**config.mk**
```make
export PLATFORM = sky130hd
export DESIGN_NAME = bitcount_unit
export DESIGN_NICKNAME = d
export VERILOG_FILES = /design/src/rtl/bitcount_pkg.sv /design/src/rtl/lead_zero_count.sv /design/src/rtl/pop_count.sv /design/src/rtl/count_slice.sv /design/src/rtl/bitcount_unit.sv
export SDC_FILE = /design/constraint.sdc
export NUM_CORES = 1
export LEC_CHECK = 0
export BUFFER_PORTS_ARGS = -buffer_cell sky130_fd_sc_hd__buf_2
export CORE_MARGIN = 1.5
export CORE_UTILIZATION = 40
export CTS_CLUSTER_DIAMETER = 40
export DETAILED_ROUTE_END_ITERATION = 7
export PLACE_DENSITY_LB_ADDON = 0.05
export SYNTH_ARGS = -nofsm -noshare
export SYNTH_HDL_FRONTEND = slang
export SYNTH_SLANG_ARGS = --single-unit
```
**constraint.sdc**
```tcl
create_clock -name clk -period 1.2 [get_ports clk]
set_clock_uncertainty 0.15 [all_clocks]
set_input_delay 0.18 -clock clk [delete_from_list [all_inputs] [get_ports clk]]
set_output_delay 0.18 -clock clk [all_outputs]
set_load 0.005 [all_outputs]
```
**src/rtl/bitcount_pkg.sv**
```systemverilog
package bitcount_pkg;
    localparam int XLEN   = 64;
    localparam int WORD_W = XLEN / 2;
    localparam int CNT_W  = $clog2(XLEN) + 1;

    typedef enum logic [1:0] {
        OP_LEAD  = 2'd0,
        OP_TRAIL = 2'd1,
        OP_POP   = 2'd2,
        OP_RSVD  = 2'd3
    } cnt_op_e;

    typedef struct packed {
        logic             vld;
        logic             ill;
        logic [CNT_W-1:0] cnt;
    } cnt_state_t;
endpackage

```
**src/rtl/lead_zero_count.sv**
```systemverilog
module lead_zero_count #(
    parameter int W  = 64,
    localparam int CW = $clog2(W) + 1
) (
    input  logic [W-1:0]  vec,
    output logic [CW-1:0] cnt
);
    // Upward scan: the highest set bit is the last to write.
    always_comb begin
        cnt = CW'(W);
        for (int i = 0; i < W; i++) begin
            if (vec[i]) cnt = CW'(W - 1 - i);
        end
    end
endmodule

```
**src/rtl/pop_count.sv**
```systemverilog
module pop_count #(
    parameter int W  = 64,
    localparam int CW = $clog2(W) + 1
) (
    input  logic [W-1:0]  vec,
    output logic [CW-1:0] cnt
);
    always_comb begin
        cnt = '0;
        for (int i = 0; i < W; i++) begin
            cnt = cnt + CW'(vec[i]);
        end
    end
endmodule

```
**src/rtl/count_slice.sv**
```systemverilog
module count_slice
    import bitcount_pkg::*;
#(
    parameter int W  = 64,
    localparam int CW = $clog2(W) + 1
) (
    input  logic [W-1:0]  data,
    input  cnt_op_e       op,
    output logic [CW-1:0] cnt
);
    logic [W-1:0]  rev;
    logic [CW-1:0] lz_cnt;
    logic [CW-1:0] tz_cnt;
    logic [CW-1:0] pc_cnt;

    // Trailing count reuses the leading counter on the mirrored vector.
    for (genvar g = 0; g < W; g++) begin : g_mirror
        assign rev[g] = data[W-1-g];
    end

    lead_zero_count #(.W(W)) u_lead  (.vec(data), .cnt(lz_cnt));
    lead_zero_count #(.W(W)) u_trail (.vec(rev),  .cnt(tz_cnt));
    pop_count       #(.W(W)) u_pop   (.vec(data), .cnt(pc_cnt));

    always_comb begin
        unique case (op)
            OP_LEAD:  cnt = lz_cnt;
            OP_TRAIL: cnt = tz_cnt;
            default:  cnt = pc_cnt;
        endcase
    end
endmodule

```
**src/rtl/bitcount_unit.sv**
```systemverilog
module bitcount_unit
    import bitcount_pkg::*;
(
    input  logic            clk,
    input  logic            rst_n,
    input  logic            op_valid,
    input  logic [XLEN-1:0] operand,
    input  logic [1:0]      op_sel,
    input  logic            word_op,
    input  logic            wide_mode,
    input  logic            bitops_en,
    output logic            res_valid,
    output logic [XLEN-1:0] result,
    output logic            illegal
);
    localparam int WCNT_W = $clog2(WORD_W) + 1;

    cnt_op_e     op;
    logic [CNT_W-1:0]  full_cnt;
    logic [WCNT_W-1:0] word_cnt;
    logic              deny;
    cnt_state_t        st_d, st_q;

    assign op = cnt_op_e'(op_sel);

    count_slice #(.W(XLEN)) u_full (
        .data (operand),
        .op   (op),
        .cnt  (full_cnt)
    );

    count_slice #(.W(WORD_W)) u_word (
        .data (operand[WORD_W-1:0]),
        .op   (op),
        .cnt  (word_cnt)
    );

    assign deny = !bitops_en || (op == OP_RSVD) || (word_op && !wide_mode);

    always_comb begin
        st_d     = '0;
        st_d.vld = op_valid;
        if (op_valid) begin
            st_d.ill = deny;
            if (!deny) begin
                st_d.cnt = word_op ? CNT_W'(word_cnt) : full_cnt;
            end
        end
    end

    always_ff @(posedge clk or negedge rst_n) begin
        if (!rst_n) st_q <= '0;
        else        st_q <= st_d;
    end

    assign res_valid = st_q.vld;
    assign illegal   = st_q.ill;
    assign result    = {{(XLEN-CNT_W){1'b0}}, st_q.cnt};
endmodule

```
==> run_results.csv <==
group,metric,value,unit
cts,clockRootBuffer,"clkbuf_16",
setup_path,path_cells,"buf_6 > fa_1 > inv_2 > fa_1 > inv_1 > fa_1 > inv_1 > fa_1 > inv_1 > fa_1 > inv_1 > fa_1 > fa_2 > fa_1 > inv_2 > ha_4 > fa_2 > inv_2 > a2111oi_4 > nand3_1 > or4_4 > a22oi_2",
layout,fin_cells,973,
cts,cts_tree,"built",
placed_design,place_inst,966,
layout,final_net_count,999,
synth,synth.cell_area,4720,µm²
timing,slew_viol_final,0,
layout,antennaDiodeCount,0,
synth,ys_top_cells_by_count,"inv_1 (116), fa_1 (73), buf_4 (57)",
floorplan,dieHeight,111.6,µm
synth,synth_edf_count,0,
cts,h-tree-depth,1,
drt,finalWirelength,16700,µm
timing,layout_setup_ws,-5.101,ns
job,max_cap_violations,0,
pwr,power,21.89,mW
placed_design,gp_congestion,0.9759,
layout,syn_to_final_growth,38.94,%
floorplan,ios,138,
cts,cts_buffer_depth,2,
synth,ys.flop_type,"dfrtp_1",
cts,cts.clk_slew.worst_paths,0.04,ns
pwr,ir_worst_vdd,7444,µV
floorplan,die_w,111.6,µm
timing,clock.fmax,0.1587,GHz
synth,netlist.area_leader.share,0.3097,
synth,ys_async_sr_fraction,1.000,
drt,dr_total_vias,5030,
pwr,powerDensity,3338,nW/µm²
synth,ys_ff_latch,9,
floorplan,coreArea,11470,µm²
setup_path,crit_type,"in -> reg",
setup_path,cp_slowest_cell,"fa_1",
synth,synth_cell_types,65,
drt,drt_first_pass_iters,5,
min_path,hold_path_depth,2,
timing,relSlewSlack,0.4928,
setup_path,crit_path_frequent_cell,"fa_1",
timing,finalSetupViolCount,7,
timing,period_share,5.251,
synth,yosysMostFrequentCell,"inv_1",
cts,cts_inserted_buffers,3,
pwr,leakage,3.323,nW
synth,synthCells,588,
status,violations,"negative setup slack",
global_route,grt_pass1_vias,4999,
min_path,min_from,"bitops_en",
setup_path,slowest_delay,0.55,ns
synth,ys_seq_area_frac,0.04772,
placed_design,dpl.hpwl,14980,µm
min_path,holdPathEnd,"illegal",
status,status,"complete, but fails checks",
setup_path,cp_data_required_time,1.20,ns
timing,rsz0062_at_grt,"true",
setup_path,arrival,6.30,ns
floorplan,initial_core_util,0.4116,
synth,synth_top_area_cell,"fa_1",
synth,syn_area_per_cell,8.026,µm²
drt,drc,0,
drt,ant_nets,0,
global_route,gr-usage-all-layers,0.2727,
global_route,grt_max_degree,17,
floorplan,rows,39,
setup_path,cp_max_fo,2,
global_route,overflow,0,
synth,synth-warning-count,0,
timing,tightest_slew,0.7417,ns
setup_path,critPathLaunchType,"input pin",
drt,vias_per_cell,5.170,
synth,synthTopCellsByArea,"fa_1 (31%), inv_1 (9.2%), buf_4 (9.1%)",
global_route,grt_pass1_wl,26350,µm
placed_design,io_buffers,80,
drt,routedWlPerCell,17.16,µm
min_path,hold_class,"in -> reg",
cts,cts.sink_count,9,
layout,final_layout_size_suffix_gt1_frac,0.3602,
global_route,antenna_found_initial,0,
layout,fillCellCount,1113,
timing,fin_crit,6.301,ns
drt,drt-initial-drc-count,237,
floorplan,die-area,12460,µm²
setup_path,crit_path_end_kind,"flip-flop",
timing,fin_setup_tns,-32.87,ns
timing,hold_viol,0,
final cells by class:
type | count | area, µm² | area share
Timing Repair Buffer | 248 | 1680 | 0.2562
Sequential cell | 9 | 225.2 | 0.03434
Tap cell | 143 | 178.9 | 0.02728
Inverter | 116 | 435.4 | 0.06640
Multi-Input combinational cell | 453 | 3959 | 0.6037
Clock buffer | 4 | 78.83 | 0.01202
timing repair:
item                       4_1_cts  5_1_grt
pin swaps                       29       15
hold endpoints to repair        10        0
gates resized for setup         21        9
setup endpoints to repair        7        7
hold buffers                     2        0
gates cloned                     0        0
setup buffers                    2        3
cells by family (layout without fill, tap and decap cells):
| logic type | count (synthesis) | count (layout) | share of synthesized area |
|---|---|---|---|
| flip-flops | 9 | 9 | 0.04772 |
| adder cells (fa/ha/maj) | 96 | 96 | 0.3706 |
| AO/OA/AOI/OAI | 135 | 135 | 0.1946 |
| AND/OR/NAND/NOR | 157 | 157 | 0.1782 |
| buffers and inverters | 182 | 368 | 0.1927 |
| multiplexers | 1 | 1 | 0.002386 |
| other | 1 | 57 | 0.0007946 |
| XOR/XNOR | 7 | 7 | 0.01299 |
sequential cells by signal, summed over array words and instances (netlist names):
signal and cells:
illegal 1, res_valid 1, result 7
how the worst max path moves through the flow:
stage                startpoint        end  slack [ns]  depth (start not counted)
finish              operand[53]  result[1]       -5.10                         22
detailed placement  operand[61]  result[1]       -5.50                         22
floorplan           operand[27]  result[1]       -5.18                         20
CTS                 operand[53]  result[1]       -5.11                         22
global placement    operand[61]  result[1]       -5.41                         22
global route        operand[53]  result[1]       -5.32                         22
layout by cell type, fill, tap and decap left out, types with 8 or more instances in the layout:
cell type,instances
buf_4,164
inv_1,108
buf_2,79
fa_1,67
conb_1,57
nor2_1,51
a21oi_1,33
o21ai_0,27
ha_1,22
nand2_1,20
nor4_1,16
nor3_1,16
a21o_1,11
nand3_1,10
a2111oi_0,9
dfrtp_1,9
inv_2,8
o31ai_1,8
metal layers:
layer / track usage / vias to the layer above / wire length (µm)
li1: - / 2367 / -
met1: 0.3739 / 2413 / 7144
met2: 0.4354 / 214 / 7590
met3: 0.05063 / 36 / 1361
met4: 0.09030 / 0 / 605
met5: 0 / - / 0
critical path: cells and delay by family:
family,cells,cell delay [ns]
AO/OA/AOI/OAI,2,0.45
adder cells (fa/ha/maj),10,4.66
buffers and inverters,8,0.43
AND/OR/NAND/NOR,2,0.58
power by group:
group          switching, mW  internal (mW)
registers             0.0109          0.356
logic                   10.8           10.2
clock network          0.138          0.443
total                   10.9           11.0
metrics by stage:
stage / hold WS, ns / util / setup slack, ns / area (µm²)
4_1_cts: 0.03692 / 0.5678 / -5.106 / 6511
5_1_grt: 0.05541 / 0.5718 / -5.325 / 6558
2_1_floorplan: -0.2656 / - / -5.178 / 4969
3_5_place_dp: -0.1098 / 0.5496 / -5.504 / 6302
6_report: 0.03048 / 0.5718 / -5.101 / 6558
3_3_place_gp: -0.1111 / 0.5496 / -5.414 / 6302
Power figures use the tool's default switching activity.
